[config.mk]
export PLATFORM = sky130hd
export DESIGN_NAME = strip_sparse_readout
export DESIGN_NICKNAME = d
export VERILOG_FILES = /design/src/rtl/sro_pkg.sv /design/src/rtl/sro_select.sv /design/src/rtl/sro_first_set.sv /design/src/rtl/sro_shifter.sv /design/src/rtl/strip_sparse_readout.sv
export SDC_FILE = /design/constraint.sdc
export NUM_CORES = 1
export LEC_CHECK = 0
export CORE_AREA = 2 2 406 408
export DETAILED_ROUTE_END_ITERATION = 8
export DIE_AREA = 0 0 408 410
export GPL_ROUTABILITY_DRIVEN = 0
export PLACE_DENSITY = 0.37
export SYNTH_ARGS = -nofsm -noshare
export SYNTH_HDL_FRONTEND = slang
export SYNTH_HIERARCHICAL = 1
export SYNTH_SLANG_ARGS = --single-unit
[constraint.sdc]
create_clock -name clk -period 9.7 [get_ports clk]
set_input_delay 1.94 -clock clk [delete_from_list [all_inputs] [get_ports clk]]
set_output_delay 1.94 -clock clk [all_outputs]
set_load 0.03 [all_outputs]
[src/rtl/sro_pkg.sv]
// Shared types and fixed field codes for the sparsified readout serializer.
// Assumes: field codes are fixed by the downstream data format.
package sro_pkg;
    typedef enum logic [2:0] {
        ST_IDLE,
        ST_HDR,
        ST_CHN,
        ST_TRL,
        ST_ERR
    } rd_state_t;

    localparam logic [1:0] MRK_HIT    = 2'b01;
    localparam logic [1:0] MRK_ERR    = 2'b00;
    localparam logic [2:0] ERR_OVF    = 3'b000;
    localparam logic [2:0] ERR_NODATA = 3'b101;
endpackage

[src/rtl/sro_select.sv]
// Channel selection mask.
// Turns the per-channel above-threshold flags into the set of channels to
// send under the chosen policy. Neighbours stop at the chip edges.
// Assumes: mode 00 flagged only, 01 flagged plus neighbours, 1x all.
module sro_select #(
    parameter int NCH = 128
) (
    input  logic [1:0]     mode,
    input  logic [NCH-1:0] valid,
    output logic [NCH-1:0] sel
);
    logic [NCH-1:0] widened;

    for (genvar i = 0; i < NCH; i++) begin : g_ch
        logic lower, upper;
        if (i == 0) begin : g_lo_edge
            assign lower = 1'b0;
        end else begin : g_lo
            assign lower = valid[i-1];
        end
        if (i == NCH-1) begin : g_hi_edge
            assign upper = 1'b0;
        end else begin : g_hi
            assign upper = valid[i+1];
        end
        assign widened[i] = valid[i] | lower | upper;
    end

    // Pick the mask for the requested policy.
    always_comb begin
        case (mode)
            2'b00:   sel = valid;
            2'b01:   sel = widened;
            default: sel = '1;
        endcase
    end
endmodule

[src/rtl/sro_first_set.sv]
// Lowest-index set bit finder, used as the channel search ring.
// Assumes: purely combinational, index valid only when found is high.
module sro_first_set #(
    parameter int N  = 128,
    localparam int IW = $clog2(N)
) (
    input  logic [N-1:0]  vec,
    output logic [IW-1:0] idx,
    output logic          found
);
    // Scan downward so that the lowest set bit wins.
    always_comb begin
        idx   = '0;
        found = 1'b0;
        for (int k = N-1; k >= 0; k--) begin
            if (vec[k]) begin
                idx   = IW'(k);
                found = 1'b1;
            end
        end
    end
endmodule

[src/rtl/sro_shifter.sv]
// Piece shifter: loads a right-aligned field of up to W bits and sends it
// MSB first, one bit per clock; last is high while the final bit is out.
// Assumes: a new piece is loaded in the cycle last is high for gapless output.
module sro_shifter #(
    parameter int W  = 13,
    localparam int LW = $clog2(W+1)
) (
    input  logic          clk,
    input  logic          rst_n,
    input  logic          load,
    input  logic [W-1:0]  load_bits,
    input  logic [LW-1:0] load_len,
    output logic          bit_out,
    output logic          last
);
    logic [W-1:0]  sh;
    logic [LW-1:0] cnt;

    // Left-align on load, otherwise shift out and count down.
    always_ff @(posedge clk) begin
        if (!rst_n) begin
            sh  <= '0;
            cnt <= '0;
        end else if (load) begin
            sh  <= load_bits << (LW'(W) - load_len);
            cnt <= load_len - 1'b1;
        end else begin
            sh <= sh << 1;
            if (cnt != '0) cnt <= cnt - 1'b1;
        end
    end

    assign bit_out = sh[W-1];
    assign last    = (cnt == '0);

    AST_LEN_RANGE: assert property (@(posedge clk) disable iff (!rst_n)
        load |-> (load_len != '0 && int'(load_len) <= W)) else $error("bad piece length");
endmodule

[src/rtl/strip_sparse_readout.sv]
// Token-driven sparsified serial readout of a channel shadow register.
// On a token: sends an error packet, nothing, or hit groups in ascending
// channel order, then pulses token_out in the cycle after the last bit.
// Assumes: ph_in stays stable while busy; tokens arrive as single-cycle pulses.
module strip_sparse_readout #(
    parameter int NCH  = 128,
    parameter int PH_W = 7,
    parameter int ID_W = 4
) (
    input  logic                clk,
    input  logic                rst_n,
    input  logic                token_in,
    input  logic                event_ready,
    input  logic                overflow_in,
    input  logic [1:0]          mode_in,
    input  logic [ID_W-1:0]     chip_id,
    input  logic [NCH-1:0]      valid_in,
    input  logic [NCH*PH_W-1:0] ph_in,
    output logic                data_out,
    output logic                token_out,
    output logic                busy
);
    import sro_pkg::*;

    localparam int CH_W   = $clog2(NCH);
    localparam int ADDR_W = ID_W + CH_W;
    localparam int HDR_W  = 2 + ADDR_W;
    localparam int CHN_W  = 1 + PH_W;
    localparam int ERR_W  = 2 + 1 + ID_W + 3 + 1;
    localparam int TMP_W  = (HDR_W > ERR_W) ? HDR_W : ERR_W;
    localparam int SH_W   = (TMP_W > CHN_W) ? TMP_W : CHN_W;
    localparam int LEN_W  = $clog2(SH_W + 1);

    rd_state_t       state, nxt;
    logic [NCH-1:0]  pend, sel_mask, scan_vec;
    logic [CH_W-1:0] cur, cur_d, cur_nx, first_idx, clr_idx, ph_idx;
    logic            first_found, ovf_q, token_q, tok_d, clr, pend_ld, nxt_ok;
    logic            sh_load, sh_bit, sh_last;
    logic [SH_W-1:0] sh_bits, hdr_piece, chn_piece;
    logic [LEN_W-1:0] sh_len;
    logic [PH_W-1:0] ph_sel;

    sro_select #(.NCH(NCH)) u_select (
        .mode  (mode_in),
        .valid (valid_in),
        .sel   (sel_mask)
    );

    // Search the fresh mask at token time, the pending set otherwise.
    assign scan_vec = (state == ST_IDLE) ? sel_mask : pend;

    sro_first_set #(.N(NCH)) u_first (
        .vec   (scan_vec),
        .idx   (first_idx),
        .found (first_found)
    );

    sro_shifter #(.W(SH_W)) u_shift (
        .clk       (clk),
        .rst_n     (rst_n),
        .load      (sh_load),
        .load_bits (sh_bits),
        .load_len  (sh_len),
        .bit_out   (sh_bit),
        .last      (sh_last)
    );

    assign cur_nx    = cur + 1'b1;
    assign nxt_ok    = (cur != CH_W'(NCH-1)) && pend[cur_nx];
    assign ph_idx    = (state == ST_HDR) ? cur : cur_nx;
    assign ph_sel    = ph_in[int'(ph_idx)*PH_W +: PH_W];
    assign hdr_piece = SH_W'({MRK_HIT, chip_id, first_idx});
    assign chn_piece = SH_W'({1'b1, ph_sel});

    // Sequencing: choose the next piece to load and the next state.
    always_comb begin
        nxt     = state;
        sh_load = 1'b0;
        sh_bits = '0;
        sh_len  = '0;
        cur_d   = cur;
        tok_d   = 1'b0;
        clr     = 1'b0;
        clr_idx = cur;
        pend_ld = 1'b0;
        case (state)
            ST_IDLE: begin
                if (token_in) begin
                    if (ovf_q || !event_ready) begin
                        sh_load = 1'b1;
                        sh_bits = SH_W'({MRK_ERR, 1'b1, chip_id,
                                         ovf_q ? ERR_OVF : ERR_NODATA, 1'b1});
                        sh_len  = LEN_W'(ERR_W);
                        nxt     = ST_ERR;
                    end else if (first_found) begin
                        pend_ld = 1'b1;
                        sh_load = 1'b1;
                        sh_bits = hdr_piece;
                        sh_len  = LEN_W'(HDR_W);
                        cur_d   = first_idx;
                        nxt     = ST_HDR;
                    end else begin
                        tok_d = 1'b1;
                    end
                end
            end
            ST_HDR: begin
                if (sh_last) begin
                    sh_load = 1'b1;
                    sh_bits = chn_piece;
                    sh_len  = LEN_W'(CHN_W);
                    clr     = 1'b1;
                    clr_idx = cur;
                    nxt     = ST_CHN;
                end
            end
            ST_CHN: begin
                if (sh_last) begin
                    sh_load = 1'b1;
                    if (nxt_ok) begin
                        sh_bits = chn_piece;
                        sh_len  = LEN_W'(CHN_W);
                        clr     = 1'b1;
                        clr_idx = cur_nx;
                        cur_d   = cur_nx;
                    end else begin
                        sh_bits = SH_W'(1'b1);
                        sh_len  = LEN_W'(1);
                        nxt     = ST_TRL;
                    end
                end
            end
            ST_TRL: begin
                if (sh_last) begin
                    if (first_found) begin
                        sh_load = 1'b1;
                        sh_bits = hdr_piece;
                        sh_len  = LEN_W'(HDR_W);
                        cur_d   = first_idx;
                        nxt     = ST_HDR;
                    end else begin
                        tok_d = 1'b1;
                        nxt   = ST_IDLE;
                    end
                end
            end
            ST_ERR: begin
                if (sh_last) begin
                    tok_d = 1'b1;
                    nxt   = ST_IDLE;
                end
            end
            default: nxt = ST_IDLE;
        endcase
    end

    // State, pending set, sticky overflow and token register.
    always_ff @(posedge clk) begin
        if (!rst_n) begin
            state   <= ST_IDLE;
            cur     <= '0;
            pend    <= '0;
            ovf_q   <= 1'b0;
            token_q <= 1'b0;
        end else begin
            state   <= nxt;
            cur     <= cur_d;
            token_q <= tok_d;
            if (overflow_in) ovf_q <= 1'b1;
            if (pend_ld) pend <= sel_mask;
            else if (clr) pend[clr_idx] <= 1'b0;
        end
    end

    assign data_out  = sh_bit;
    assign token_out = token_q;
    assign busy      = (state != ST_IDLE);

    AST_TOKEN_PULSE: assert property (@(posedge clk) disable iff (!rst_n)
        token_out |=> !token_out) else $error("token held");
    AST_TOKEN_AT_END: assert property (@(posedge clk) disable iff (!rst_n)
        token_out |-> !busy) else $error("token while busy");
    AST_IDLE_QUIET: assert property (@(posedge clk) disable iff (!rst_n)
        !busy |-> !data_out) else $error("data while idle");
    AST_OVF_STICKY: assert property (@(posedge clk) disable iff (!rst_n)
        ovf_q |=> ovf_q) else $error("overflow lost");
    AST_PEND_ONLY_CLEARS: assert property (@(posedge clk) disable iff (!rst_n)
        (busy && $past(busy)) |-> ((pend & ~$past(pend)) == '0)) else $error("pending grew");
    AST_FIRST_LOWEST: assert property (@(posedge clk) disable iff (!rst_n)
        (busy && first_found) |-> (scan_vec[first_idx] &&
            ((scan_vec & ~({NCH{1'b1}} << first_idx)) == '0))) else $error("search order");
    AST_PH_HOLD: assert property (@(posedge clk) disable iff (!rst_n)
        (busy && $past(busy)) |-> $stable(ph_in)) else $error("pulse heights moved");
endmodule

==> qor.yml <==
final_util_pct: 21.2
synth_top_cell_area_share_pct: 28.2
async_flop_share_pct: 0
finalCritPeriodShare_pct: 77.7
crit_path_end_kind: "register"
clock-skew-final_ns: 0.0146
track_usage_pct: 19.5
max-slew-margin-rel_pct: 15.8
max_freq_ghz: 0.133
cts-hold-fix-buffers: 0
yosys-top-cells-area: "mux4_2 28%, dfxtp_1 15%, nand2_1 9.5%, mux2_2 4.9%, nor2_1 4.2%"
p_leak_nw: 11.6
ys_seq_area_share_pct: 14.6
critical_path_class: "in -> reg"
synth_ff_type: "dfxtp_1"
cts_setup_buffers: 0
setup_tns_ns: 0
rsz0062_at_grt: "no"
clkSinkCount: 157
grt_max_degree: 131
powerDensity_nw_per_um2: 126
cts_root_buf: "clkbuf_16"
cts_buffer_depth: 2
r2r-start: "state[2]"
synth_area_leader_cell: "mux4_2"
start_kind: "input port"
syn_area_um2: 21500
fp.dieH_um: 410
holdWs_ns: 0.429
hold_class: "reg -> reg"
synthCells: 2566
ant_nets: 0
maxSlewViolCount: 0
drc: 0
antenna_found_initial: 60
io_pins: 1038
synthTopCellsByCount: "545 x nand2_1, 269 x mux4_2, 243 x nor2_1"
syn_area_per_cell_um2: 8.38
grt_pass1_wl_um: 228000
synth_edf_count: 0
cts_resized: 0
overflow: 0
port_buffers: 1037
status: "finished clean"
synth_most_common_cell: "nand2_1"
h-tree-depth: 4
grt_pass1_vias: 26431
worstPathRequired_ns: 10.03
ys_ff_latch: 157
die_w_um: 408
syn_nets: 3604
arrival_ns: 7.87
fp-row-count: 149
via_per_inst: 4.56
dr.pass1.iters: 5
r2r_slack_ns: 2.21
hold_violations: 0
cts_buffers: 17
worstPathMaxFanout: 64
vdd_drop_max_v: 0.000105
finalWirelength_um: 170000
wire_per_inst_um: 30.0
tightest_slew_ns: 1.26
setup_viol: 0
routed-via-count: 25895
cts_tree: "done"
nets: 4507
clk_pin_slew_worst_paths_ns: 0.07
drive_above_1_share_pct: 15.4
dieArea_um2: 167000
coreArea_um2: 163000
maxCapViolCount: 0
fin_crit_ns: 7.54
yosysUniqueCellTypes: 98
area_growth_pct: 61.4
start_util_pct: 13.2
timing.critical_path.from: "mode_in[0]"
hpwl_um: 141000
min_from: "u_shift/sh[4]"
yosys_warnings: 6
clk_latency_ns: 0.50
detail_route.iter0.violations: 2031
flip-flops by register name, indices dropped and copies added, names as in the netlist:
| register | cells |
|---|---|
| pend | 128 |
| u_shift/sh | 13 |
| cur | 7 |
| u_shift/cnt | 4 |
| state | 3 |
| ovf_q | 1 |
| token_out | 1 |
per-layer routing:
metal  vias to the layer above  GRT usage [%]  share of wire (%)
met5                         -              0              0.078
met4                        20           3.15                1.7
met3                       141           3.69                5.9
met2                      1071           35.9                 52
met1                     13007           23.7                 40
li1                      11656              -                  -
logic make-up (layout without fill, tap and decap cells):
logic type               count (synthesis)  in the layout  share of synthesized area [%]
flip-flops                             157            157                           14.6
XOR/XNOR                                22             22                           1.02
AO/OA/AOI/OAI                          572            572                           18.6
AND/OR/NAND/NOR                       1145           1145                           23.4
multiplexers                           413            413                           35.9
buffers and inverters                  253           1168                           6.36
other                                    1             10                         0.0174
adder cells (fa/ha/maj)                  3              3                          0.175
layout by cell type, fill, tap and decap left out, types with 6 or more instances in the layout:
| master | count |
|---|---|
| nand4_1 | 19 |
| o31ai_1 | 13 |
| nor4_1 | 37 |
| a21oi_1 | 87 |
| xnor2_2 | 9 |
| nor2_1 | 238 |
| nor2b_1 | 21 |
| clkdlybuf4s50_1 | 1034 |
| a31oi_1 | 14 |
| a31o_2 | 18 |
| mux4_2 | 269 |
| and2_1 | 14 |
| mux2i_4 | 6 |
| or3_1 | 31 |
| a211oi_1 | 39 |
| dfxtp_1 | 156 |
| o22ai_1 | 11 |
| a2111oi_0 | 7 |
| a32oi_1 | 6 |
| diode_2 | 9 |
| mux2i_1 | 42 |
| o211ai_1 | 31 |
| clkbuf_16 | 17 |
| inv_1 | 35 |
| buf_4 | 60 |
| a22oi_1 | 12 |
| nor3_1 | 35 |
| o221ai_1 | 6 |
| nand2b_1 | 9 |
| o21ai_1 | 27 |
| nand3_1 | 149 |
| nand2_1 | 545 |
| o21a_1 | 8 |
| and3_1 | 8 |
| xor2_1 | 6 |
| mux2_2 | 93 |
| a32o_1 | 60 |
| o2111ai_1 | 16 |
| o21ai_0 | 152 |
path summary, 6_finish.rpt:
path / end / cells past startpoint
worst max-delay path: u_shift/sh[8] / 21
worst min-delay path: u_shift/sh[5] / 2
worst max register to register: u_shift/sh[8] / 21
worst min register to register: u_shift/sh[5] / 2
power by group:
group	internal, mW	leakage (nW)	total [mW]	switching, mW
registers	0.724	1.29	0.802	0.0781
logic	1.33	10.1	2.87	1.54
clock network	0.377	0.279	0.712	0.335
total	2.43	11.6	4.38	1.95
stage by stage:
step           cell area, um^2  power (mW)  cells  worst slack [ns]
2_1_floorplan            21500        2.46   2566              3.24
6_report                 34700        4.38   5679              2.16
5_1_grt                  34700        4.64   5673              1.81
3_3_place_gp             34100        3.73   5639              1.84
3_5_place_dp             34100        3.73   5639              1.82
4_1_cts                  34700        4.46   5670              2.33
area by class of cell:
class	count	area, um^2
fill	18181	129000
timing repair buffer	1101	10900
clock inverter	14	144
antenna	9	22.5
inverter	36	135
sequential	157	3150
clock buffer	17	425
tap	2189	2740
multi-input combinational	2156	17200
worst max-delay path, stage by stage:
cell and delay [ns]:
buf_2 0.29, buf_4 0.37, o21ai_0 0.15, nand2_1 0.10, mux2_2 0.31, or4_4 0.56
nor2_1 0.11, nand3_1 0.18, or3_1 0.48, nor3_1 0.52, nand4_1 0.44, nand2_1 0.18
nand2_1 0.07, a32oi_1 0.20, or2_2 0.22, nor2_1 0.22, ha_1 0.67, mux4_2 0.36
nor3b_1 0.15, a31oi_1 0.21, a31oi_1 0.11
Note: power is estimated with default switching activity, not from simulation.
